## config.mk

```make
export PLATFORM = sky130hd
export DESIGN_NAME = strop_seq
export DESIGN_NICKNAME = d
export VERILOG_FILES = /design/src/rtl/strop_pkg.sv /design/src/rtl/strop_flags.sv /design/src/rtl/strop_wb.sv /design/src/rtl/strop_seq.sv
export SDC_FILE = /design/constraint.sdc
export NUM_CORES = 1
export LEC_CHECK = 0
export ABC_CLOCK_PERIOD_IN_PS = 7200
export CAP_MARGIN = 10
export CORE_MARGIN = 1
export CORE_UTILIZATION = 53
export CTS_BUF_LIST = sky130_fd_sc_hd__clkbuf_16
export DETAILED_ROUTE_END_ITERATION = 10
export GPL_ROUTABILITY_DRIVEN = 0
export PLACE_DENSITY = 0.82
export SLEW_MARGIN = 15
export SYNTH_ARGS = -nofsm -noshare
export SYNTH_HDL_FRONTEND = slang
export SYNTH_SLANG_ARGS = --single-unit
```

## constraint.sdc

```tcl
create_clock -name clk -period 7.2 [get_ports clk]
set_clock_uncertainty 0.2 [all_clocks]
set_input_delay 0.72 -clock clk [delete_from_list [all_inputs] [get_ports clk]]
set_output_delay 0.72 -clock clk [all_outputs]
set_load 0.01 [all_outputs]
```

## src/rtl/strop_pkg.sv

```systemverilog
package strop_pkg;

  typedef enum logic [2:0] {
    OP_OUTS = 3'd0,
    OP_INS  = 3'd1,
    OP_MOVS = 3'd2,
    OP_LODS = 3'd3,
    OP_STOS = 3'd4,
    OP_SCAS = 3'd5,
    OP_CMPS = 3'd6
  } strop_e;

  typedef enum logic [2:0] {
    ST_IDLE,
    ST_XA,
    ST_XB,
    ST_STEP,
    ST_FIN
  } seq_st_e;

  // index width selected by the address-size prefix
  function automatic logic [31:0] addr_mask(input logic a32);
    return a32 ? 32'hFFFF_FFFF : 32'h0000_FFFF;
  endfunction

  // bits of one element
  function automatic logic [31:0] elem_mask(input logic [1:0] sz);
    case (sz)
      2'd0:    return 32'h0000_00FF;
      2'd1:    return 32'h0000_FFFF;
      default: return 32'hFFFF_FFFF;
    endcase
  endfunction

  // signed stride as a two's complement addend
  function automatic logic [31:0] elem_step(input logic dec, input logic [1:0] sz);
    logic [31:0] mag;
    mag = (sz >= 2'd2) ? 32'd4 : (32'd1 << sz);
    return dec ? (~mag + 32'd1) : mag;
  endfunction

  // replace the selected bits of a register
  function automatic logic [31:0] merge_bits(input logic [31:0] keep,
                                             input logic [31:0] fresh,
                                             input logic [31:0] sel);
    return (keep & ~sel) | (fresh & sel);
  endfunction

endpackage

```

## src/rtl/strop_flags.sv

```systemverilog
module strop_flags (
  input  logic [31:0] lhs,
  input  logic [31:0] rhs,
  input  logic [1:0]  sz,
  output logic        zf,
  output logic        cf,
  output logic        sf,
  output logic        of
);
  import strop_pkg::*;

  logic [31:0] m;
  logic [31:0] a;
  logic [31:0] b;
  logic [31:0] diff;
  logic        sa, sb, sd;

  always_comb begin
    m    = elem_mask(sz);
    a    = lhs & m;
    b    = rhs & m;
    diff = (a - b) & m;
    case (sz)
      2'd0:    begin sa = a[7];  sb = b[7];  sd = diff[7];  end
      2'd1:    begin sa = a[15]; sb = b[15]; sd = diff[15]; end
      default: begin sa = a[31]; sb = b[31]; sd = diff[31]; end
    endcase
    zf = (diff == 32'd0);
    cf = (a < b);
    sf = sd;
    of = (sa != sb) && (sd != sa);
  end

endmodule

```

## src/rtl/strop_wb.sv

```systemverilog
module strop_wb (
  input  logic [31:0] si_orig,
  input  logic [31:0] si_cur,
  input  logic [31:0] di_orig,
  input  logic [31:0] di_cur,
  input  logic [31:0] cx_orig,
  input  logic [31:0] cnt_rem,
  input  logic [31:0] amask,
  input  logic        rep_on,
  output logic [31:0] si_out,
  output logic [31:0] di_out,
  output logic [31:0] cx_out
);
  import strop_pkg::*;

  assign si_out = merge_bits(si_orig, si_cur, amask);
  assign di_out = merge_bits(di_orig, di_cur, amask);
  assign cx_out = rep_on ? merge_bits(cx_orig, cnt_rem, amask) : cx_orig;

endmodule

```

## src/rtl/strop_seq.sv

```systemverilog
module strop_seq #(
  parameter int REP_CAP  = 0,
  parameter int BUDGET_W = 16
) (
  input  logic                clk,
  input  logic                rst_n,
  input  logic                start,
  input  logic [2:0]          op,
  input  logic [1:0]          size,
  input  logic                rep,
  input  logic                rep_z,
  input  logic                addr32,
  input  logic                dir,
  input  logic [31:0]         si_in,
  input  logic [31:0]         di_in,
  input  logic [31:0]         cx_in,
  input  logic [31:0]         acc_in,
  input  logic [15:0]         dx_in,
  input  logic [BUDGET_W-1:0] budget,
  output logic                mem_req,
  output logic                mem_we,
  output logic                mem_dseg,
  output logic [31:0]         mem_addr,
  output logic [1:0]          mem_size,
  output logic [31:0]         mem_wdata,
  input  logic                mem_ready,
  input  logic                mem_fault,
  input  logic [31:0]         mem_rdata,
  output logic                io_req,
  output logic                io_we,
  output logic [15:0]         io_port,
  output logic [1:0]          io_size,
  output logic [31:0]         io_wdata,
  input  logic                io_ready,
  input  logic [31:0]         io_rdata,
  output logic                busy,
  output logic                done,
  output logic [31:0]         si_out,
  output logic [31:0]         di_out,
  output logic [31:0]         cx_out,
  output logic [31:0]         acc_out,
  output logic                flag_zf,
  output logic                flag_cf,
  output logic                flag_sf,
  output logic                flag_of,
  output logic                flags_valid,
  output logic                restart,
  output logic                fault
);
  import strop_pkg::*;

  localparam logic [31:0]         CAP_V  = 32'(REP_CAP);
  localparam logic                CAP_ON = (REP_CAP > 0);
  localparam logic [BUDGET_W-1:0] B_ONE  = BUDGET_W'(1);

  seq_st_e             st;
  strop_e              op_q;
  logic [1:0]          sz_q;
  logic                rep_q, repz_q, dec_q;
  logic [31:0]         mask_q, si0_q, di0_q, cx0_q;
  logic [31:0]         si_q, di_q, cnt_q, left_q;
  logic [BUDGET_W-1:0] bud_q;
  logic [31:0]         acc_q, data_a_q, lhs_q, rhs_q;
  logic [15:0]         dx_q;
  logic                cmp_seen_q, fault_q;

  // named internal events
  logic        xfer_ack, xfer_fault, elem_fire, is_cmp, has_second;
  logic        uses_si, uses_di, stop_now, cmp_eq;
  logic [31:0] dmask, rd_data, stride, start_cnt, rem_cnt;

  assign dmask      = elem_mask(sz_q);
  assign stride     = elem_step(dec_q, sz_q);
  assign is_cmp     = (op_q == OP_SCAS) || (op_q == OP_CMPS);
  assign has_second = (op_q == OP_OUTS) || (op_q == OP_INS) ||
                      (op_q == OP_MOVS) || (op_q == OP_CMPS);
  assign uses_si    = (op_q == OP_OUTS) || (op_q == OP_MOVS) ||
                      (op_q == OP_LODS) || (op_q == OP_CMPS);
  assign uses_di    = (op_q == OP_INS)  || (op_q == OP_MOVS) || (op_q == OP_STOS) ||
                      (op_q == OP_SCAS) || (op_q == OP_CMPS);
  assign start_cnt  = rep ? (cx_in & addr_mask(addr32)) : 32'd1;
  assign rem_cnt    = cnt_q + left_q;

  // one transaction per state, request held until acknowledged
  always_comb begin
    mem_req   = 1'b0;
    mem_we    = 1'b0;
    mem_dseg  = 1'b0;
    mem_addr  = si_q;
    mem_wdata = acc_q & dmask;
    io_req    = 1'b0;
    io_we     = 1'b0;
    io_wdata  = data_a_q;
    if (st == ST_XA) begin
      case (op_q)
        OP_INS:  io_req = 1'b1;
        OP_STOS: begin mem_req = 1'b1; mem_we = 1'b1; mem_dseg = 1'b1; mem_addr = di_q; end
        OP_SCAS: begin mem_req = 1'b1; mem_dseg = 1'b1; mem_addr = di_q; end
        default: mem_req = 1'b1;
      endcase
    end else if (st == ST_XB) begin
      case (op_q)
        OP_OUTS: begin io_req = 1'b1; io_we = 1'b1; end
        OP_CMPS: begin mem_req = 1'b1; mem_dseg = 1'b1; mem_addr = di_q; end
        default: begin
          mem_req = 1'b1; mem_we = 1'b1; mem_dseg = 1'b1;
          mem_addr = di_q; mem_wdata = data_a_q;
        end
      endcase
    end
  end

  assign xfer_ack   = (mem_req && mem_ready && !mem_fault) || (io_req && io_ready);
  assign xfer_fault = mem_req && mem_ready && mem_fault;
  assign elem_fire  = (st == ST_STEP);
  assign rd_data    = (io_req ? io_rdata : mem_rdata) & dmask;
  assign stop_now   = (cnt_q == 32'd1) || (bud_q <= B_ONE) || (is_cmp && (cmp_eq != repz_q));

  always_ff @(posedge clk or negedge rst_n) begin
    if (!rst_n) begin
      st <= ST_IDLE;        op_q <= OP_OUTS;     sz_q <= 2'd0;
      rep_q <= 1'b0;        repz_q <= 1'b0;      dec_q <= 1'b0;
      mask_q <= 32'd0;      si0_q <= 32'd0;      di0_q <= 32'd0;
      cx0_q <= 32'd0;       si_q <= 32'd0;       di_q <= 32'd0;
      cnt_q <= 32'd0;       left_q <= 32'd0;     bud_q <= '0;
      acc_q <= 32'd0;       data_a_q <= 32'd0;   lhs_q <= 32'd0;
      rhs_q <= 32'd0;       dx_q <= 16'd0;       cmp_seen_q <= 1'b0;
      fault_q <= 1'b0;
    end else begin
      case (st)
        ST_IDLE: if (start) begin
          op_q <= strop_e'(op);  sz_q <= size;  rep_q <= rep;
          repz_q <= rep_z;  dec_q <= dir;  mask_q <= addr_mask(addr32);
          si0_q <= si_in;  di0_q <= di_in;  cx0_q <= cx_in;
          si_q <= si_in & addr_mask(addr32);
          di_q <= di_in & addr_mask(addr32);
          acc_q <= acc_in;  dx_q <= dx_in;  bud_q <= budget;
          cmp_seen_q <= 1'b0;  fault_q <= 1'b0;
          if (CAP_ON && (start_cnt > CAP_V)) begin
            cnt_q <= CAP_V;  left_q <= start_cnt - CAP_V;
          end else begin
            cnt_q <= start_cnt;  left_q <= 32'd0;
          end
          st <= (start_cnt == 32'd0) ? ST_FIN : ST_XA;
        end
        ST_XA: begin
          if (xfer_fault) begin
            fault_q <= 1'b1;  st <= ST_FIN;
          end else if (xfer_ack) begin
            data_a_q <= rd_data;
            if (op_q == OP_LODS) acc_q <= merge_bits(acc_q, rd_data, dmask);
            if (op_q == OP_SCAS) begin lhs_q <= acc_q & dmask; rhs_q <= rd_data; end
            st <= has_second ? ST_XB : ST_STEP;
          end
        end
        ST_XB: begin
          if (xfer_fault) begin
            fault_q <= 1'b1;  st <= ST_FIN;
          end else if (xfer_ack) begin
            if (op_q == OP_CMPS) begin lhs_q <= data_a_q; rhs_q <= rd_data; end
            st <= ST_STEP;
          end
        end
        ST_STEP: begin
          if (uses_si) si_q <= (si_q + stride) & mask_q;
          if (uses_di) di_q <= (di_q + stride) & mask_q;
          cnt_q <= cnt_q - 32'd1;
          bud_q <= (bud_q <= B_ONE) ? '0 : bud_q - B_ONE;
          cmp_seen_q <= is_cmp;
          st <= stop_now ? ST_FIN : ST_XA;
        end
        default: st <= ST_IDLE;
      endcase
    end
  end

  strop_flags u_flags (
    .lhs(lhs_q), .rhs(rhs_q), .sz(sz_q),
    .zf(cmp_eq), .cf(flag_cf), .sf(flag_sf), .of(flag_of)
  );

  strop_wb u_wb (
    .si_orig(si0_q), .si_cur(si_q), .di_orig(di0_q), .di_cur(di_q),
    .cx_orig(cx0_q), .cnt_rem(rem_cnt), .amask(mask_q), .rep_on(rep_q),
    .si_out(si_out), .di_out(di_out), .cx_out(cx_out)
  );

  assign flag_zf     = cmp_eq;
  assign flags_valid = cmp_seen_q;
  assign acc_out     = acc_q;
  assign mem_size    = sz_q;
  assign io_size     = sz_q;
  assign io_port     = dx_q;
  assign busy        = (st != ST_IDLE);
  assign done        = (st == ST_FIN);
  assign fault       = fault_q;
  assign restart     = done && rep_q && !fault_q && (rem_cnt != 32'd0) &&
                       (!is_cmp || (cmp_eq == repz_q));

  // never a memory and an I/O request together
  p_one_req_r12: assert property (@(posedge clk) disable iff (!rst_n)
    !(mem_req && io_req));
  // pending memory request keeps its address
  p_hold_req_r12: assert property (@(posedge clk) disable iff (!rst_n)
    (mem_req && !mem_ready) |=> (mem_req && $stable(mem_addr)));
  // working indices never carry bits outside the address size
  p_idx_masked_r1: assert property (@(posedge clk) disable iff (!rst_n)
    busy |-> (((si_q | di_q) & ~mask_q) == 32'd0));
  // the per-invocation count never exceeds the cap
  p_cap_r5: assert property (@(posedge clk) disable iff (!rst_n)
    busy |-> (!CAP_ON || (cnt_q <= CAP_V)));
  // zero repeat count goes straight to completion
  p_zero_cnt_r4: assert property (@(posedge clk) disable iff (!rst_n)
    (!busy && start && rep && ((cx_in & addr_mask(addr32)) == 32'd0)) |=> (done && !mem_req && !io_req));
  // a fault ends the run without counting the element
  p_fault_stop_r10: assert property (@(posedge clk) disable iff (!rst_n)
    xfer_fault |=> (done && fault && (cnt_q == $past(cnt_q))));

endmodule

```

==> qor.yml <==
outcome:
  status: "finished with violations"
  violations: "hold timing"
clock_network:
  postCtsSetupBuffers: 0
  numCtsBuffers: 42
  cts-resized-gates: 0
  htree_levels: 2
  clkSinkCount: 367
  clk_pin_slew_worst_paths_ns: 0.06
  cts_tree: "built"
  worstSkewPairLatency_ns: 0.58
  clk_path_buf_depth: 3
  root_buffer: "clkbuf_16"
  ctsHoldBuffers: 0
cells_and_area:
  nets: 3620
  syn_to_final_growth_pct: 28.46
  final_common_cell: "nand2_1"
  layout_common_cells: "690 x nand2_1, 495 x clkdlybuf4s50_1, 367 x dfrtp_1, 243 x nor2_1, 218 x o21ai_0"
  drive_gt1_share_pct: 8.590
  final_area_um2: 30470
  instances_no_fill: 3903
critical_path:
  cpMostUsedCell: "o2111a_1"
  arrival_ns: 6.02
  crit_path_max_incr_delay_ns: 0.57
  r2r_cells: 17
  worstReg2RegStart: "io_size[0]$_DFFE_PN0P_"
  crit_type: "register to output port"
  worst_setup_path_start_kind: "register"
  end_kind: "output port"
  worstPathMaxFanout: 34
  required_ns: 6.28
  worst-r2r-setup-slack_ns: 1.85
  cp_slowest_cell: "clkdlybuf4s50_1"
  r2r_end: "si_q[21]$_DFFE_PN0P_"
  cp_cell_sequence: "inv_1 -> nand2_1 -> ha_2 -> buf_4 -> nand2_1 -> ha_1 -> a21oi_2 -> o221ai_1 -> a311o_1 -> a2111o_1 -> a311oi_1 -> o221a_1 -> o2111a_1 -> nand4_2 -> o2111a_1 -> nor2_1 -> o2111a_1 -> clkdlybuf4s50_1"
placed_design:
  dp_hpwl_um: 57800
  dp.cells: 3824
  port_buffers: 496
  dpl_cell_area_um2: 29070
global_routing:
  grt_pass1_vias: 23053
  grt_overflow: 0
  grtUsageTotal_pct: 34.67
  grt_first_pass_wirelength_um: 124100
  grt_max_degree: 173
  antenna_found_initial: 7
detailed_routing:
  drtAntennaViolNets: 0
  first_pass_iters: 8
  routed_wl_um: 80390
  viasPerCell: 6.096
  wl_per_cell_um: 20.60
  via_count: 23791
  drt_iter0_markers: 2670
  drc: 0
floorplan:
  dieWidth_um: 213.6
  initial_core_util_pct: 53.65
  rows: 77
  core_um2: 44220
  die_y_um: 213.6
  ios: 497
  dieArea_um2: 45610
yosys:
  synthDistinctLibCells: 82
  synth_enable_flop_cells: 0
  yosysWarnings: 0
  synth-main-ff-cell: "dfrtp_1"
  seq_area_frac_synth_pct: 38.71
  synthesis.instances: 2873
  syn_area_per_cell_um2: 8.257
  yosys_register_bits: 367
  syn_area_um2: 23720
  async_flop_share_pct: 100.0
  syn_nets: 3215
sta:
  drv_slew: 0
  slew_headroom_pct: 22.14
  final.setup.tns_ns: 0
  tightest_slew_ns: 1.164
  setup_viol: 0
  fin_hold_ws_ns: -0.02100
  finalCritPeriodShare_pct: 96.34
  fmax_ghz: 0.1442
  grt_setup_unrepaired: "no"
  hold_viol_final: 5
  fin_crit_ns: 6.937
job:
  cap_violations: 0
pwr:
  p_leak_nw: 13.61
  vdd_drop_max_uv: 330.8
  finalPower_mw: 17.32
  power_density_nw_per_um2: 568.5
hold_path:
  hold_path_class: "input pin to asynchronous set/reset pin"
==> flip-flops by register name, summed over array words and instances, names as in the netlist, 2 cells and up, named ones only <==
signal and cells:
bud_q 16, si0_q 32, op_q 3, io_size 2, rhs_q 32, cx0_q 32, lhs_q 32, di_q 32
di0_q 32, mask_q 2, cnt_q 32, io_port 16, si_q 32, st 3, acc_out 8, io_wdata 32
==> per-layer routing <==
| layer | wire, µm | share of wire (%) | track usage [%] | up-vias |
|---|---|---|---|---|
| met2 | 37160 | 46 | 55.90 | 1368 |
| met3 | 7611 | 9.5 | 7.103 | 266 |
| met1 | 31560 | 39 | 43.99 | 11257 |
| li1 | - | - | - | 10898 |
| met5 | 12 | 0.015 | 0 | - |
| met4 | 4057 | 5.0 | 18.25 | 2 |
==> report_power, final <==
part	internal, mW	switching [mW]
combinational	4.94	6.32
sequential	3.02	0.899
clock	1.25	0.884
==> cell families (layout without fill, tap and decap cells) <==
logic type / count (synthesis) / in the layout / share of synthesized area (%)
compound gates: 709 / 709 / 18.73
xor+xnor: 65 / 65 / 2.400
flops: 367 / 367 / 38.71
other cells: 2 / 7 / 0.03166
mux: 195 / 195 / 9.130
buf+inv: 222 / 655 / 3.745
simple gates: 1210 / 1210 / 21.76
fa+ha+maj: 103 / 103 / 5.496
==> through the flow <==
step                      worst slack [ns]  util (%)
final                               0.2633     68.91
after detailed placement            0.9641     65.73
after floorplan                     0.8310         -
after global routing               0.04538     68.91
after CTS                           0.3294     68.75
after global placement               1.101     65.73
==> cell type report <==
| type | count | area, µm² |
|---|---|---|
| inverters | 55 | 206.4 |
| multi-input cells | 2284 | 13730 |
| repair buffers | 528 | 5263 |
| fillers | 3411 | 13750 |
| well taps | 592 | 740.7 |
| clock buffers | 43 | 1076 |
| diodes | 5 | 12.51 |
| flip-flops and latches | 367 | 9184 |
| clock inverters | 29 | 259.0 |
==> cell usage after synthesis (11+ instances only) <==
cell,count,area [µm²]
nand2_1,693,2601
o21bai_1,11,82.58
inv_1,55,206.5
a211oi_1,16,120.1
nand4_1,13,81.33
a31oi_1,27,168.9
mux2_2,161,1813
or3_1,18,112.6
and2_1,38,237.7
xnor2_1,38,332.8
ha_1,101,1264
dfrtp_1,367,9184
a21o_1,49,367.9
nor4_1,20,125.1
a22oi_1,20,150.1
nand2b_1,28,175.2
buf_1,14,52.55
buf_2,17,85.08
mux2i_1,33,330.3
nor2_1,246,923.4
o211ai_1,16,120.1
o21ai_0,218,1091
nand3_1,48,240.2
nor3_1,43,215.2
and3_1,14,87.58
clkbuf_1,128,480.5
a21oi_1,196,980.9
a221oi_1,25,219.0
xor2_1,27,236.5
o21a_1,18,135.1
nor2b_1,17,106.4
==> how the worst max path moves through the flow <==
stage | start | endpoint | cells past startpoint
after global routing | io_size[1]$_DFFE_PN0P_ | restart | 18
final | io_size[1]$_DFFE_PN0P_ | restart | 18
after CTS | io_size[1]$_DFFE_PN0P_ | restart | 18
after floorplan | io_size[0]$_DFFE_PN0P_ | di_q[31]$_DFFE_PN0P_ | 18
after global placement | io_size[0]$_DFFE_PN0P_ | restart | 17
after detailed placement | io_size[1]$_DFFE_PN0P_ | restart | 18
==> worst max-delay path, delay by kind of cell (launching register included) <==
| family | cells | cell delay [ns] |
|---|---|---|
| AO/OA/AOI/OAI | 9 | 2.41 |
| adder cells (fa/ha/maj) | 2 | 0.82 |
| buffers and inverters | 3 | 1.07 |
| flip-flops | 1 | 0.43 |
| AND/OR/NAND/NOR | 4 | 0.69 |
Note: power is estimated with default switching activity, not from simulation.
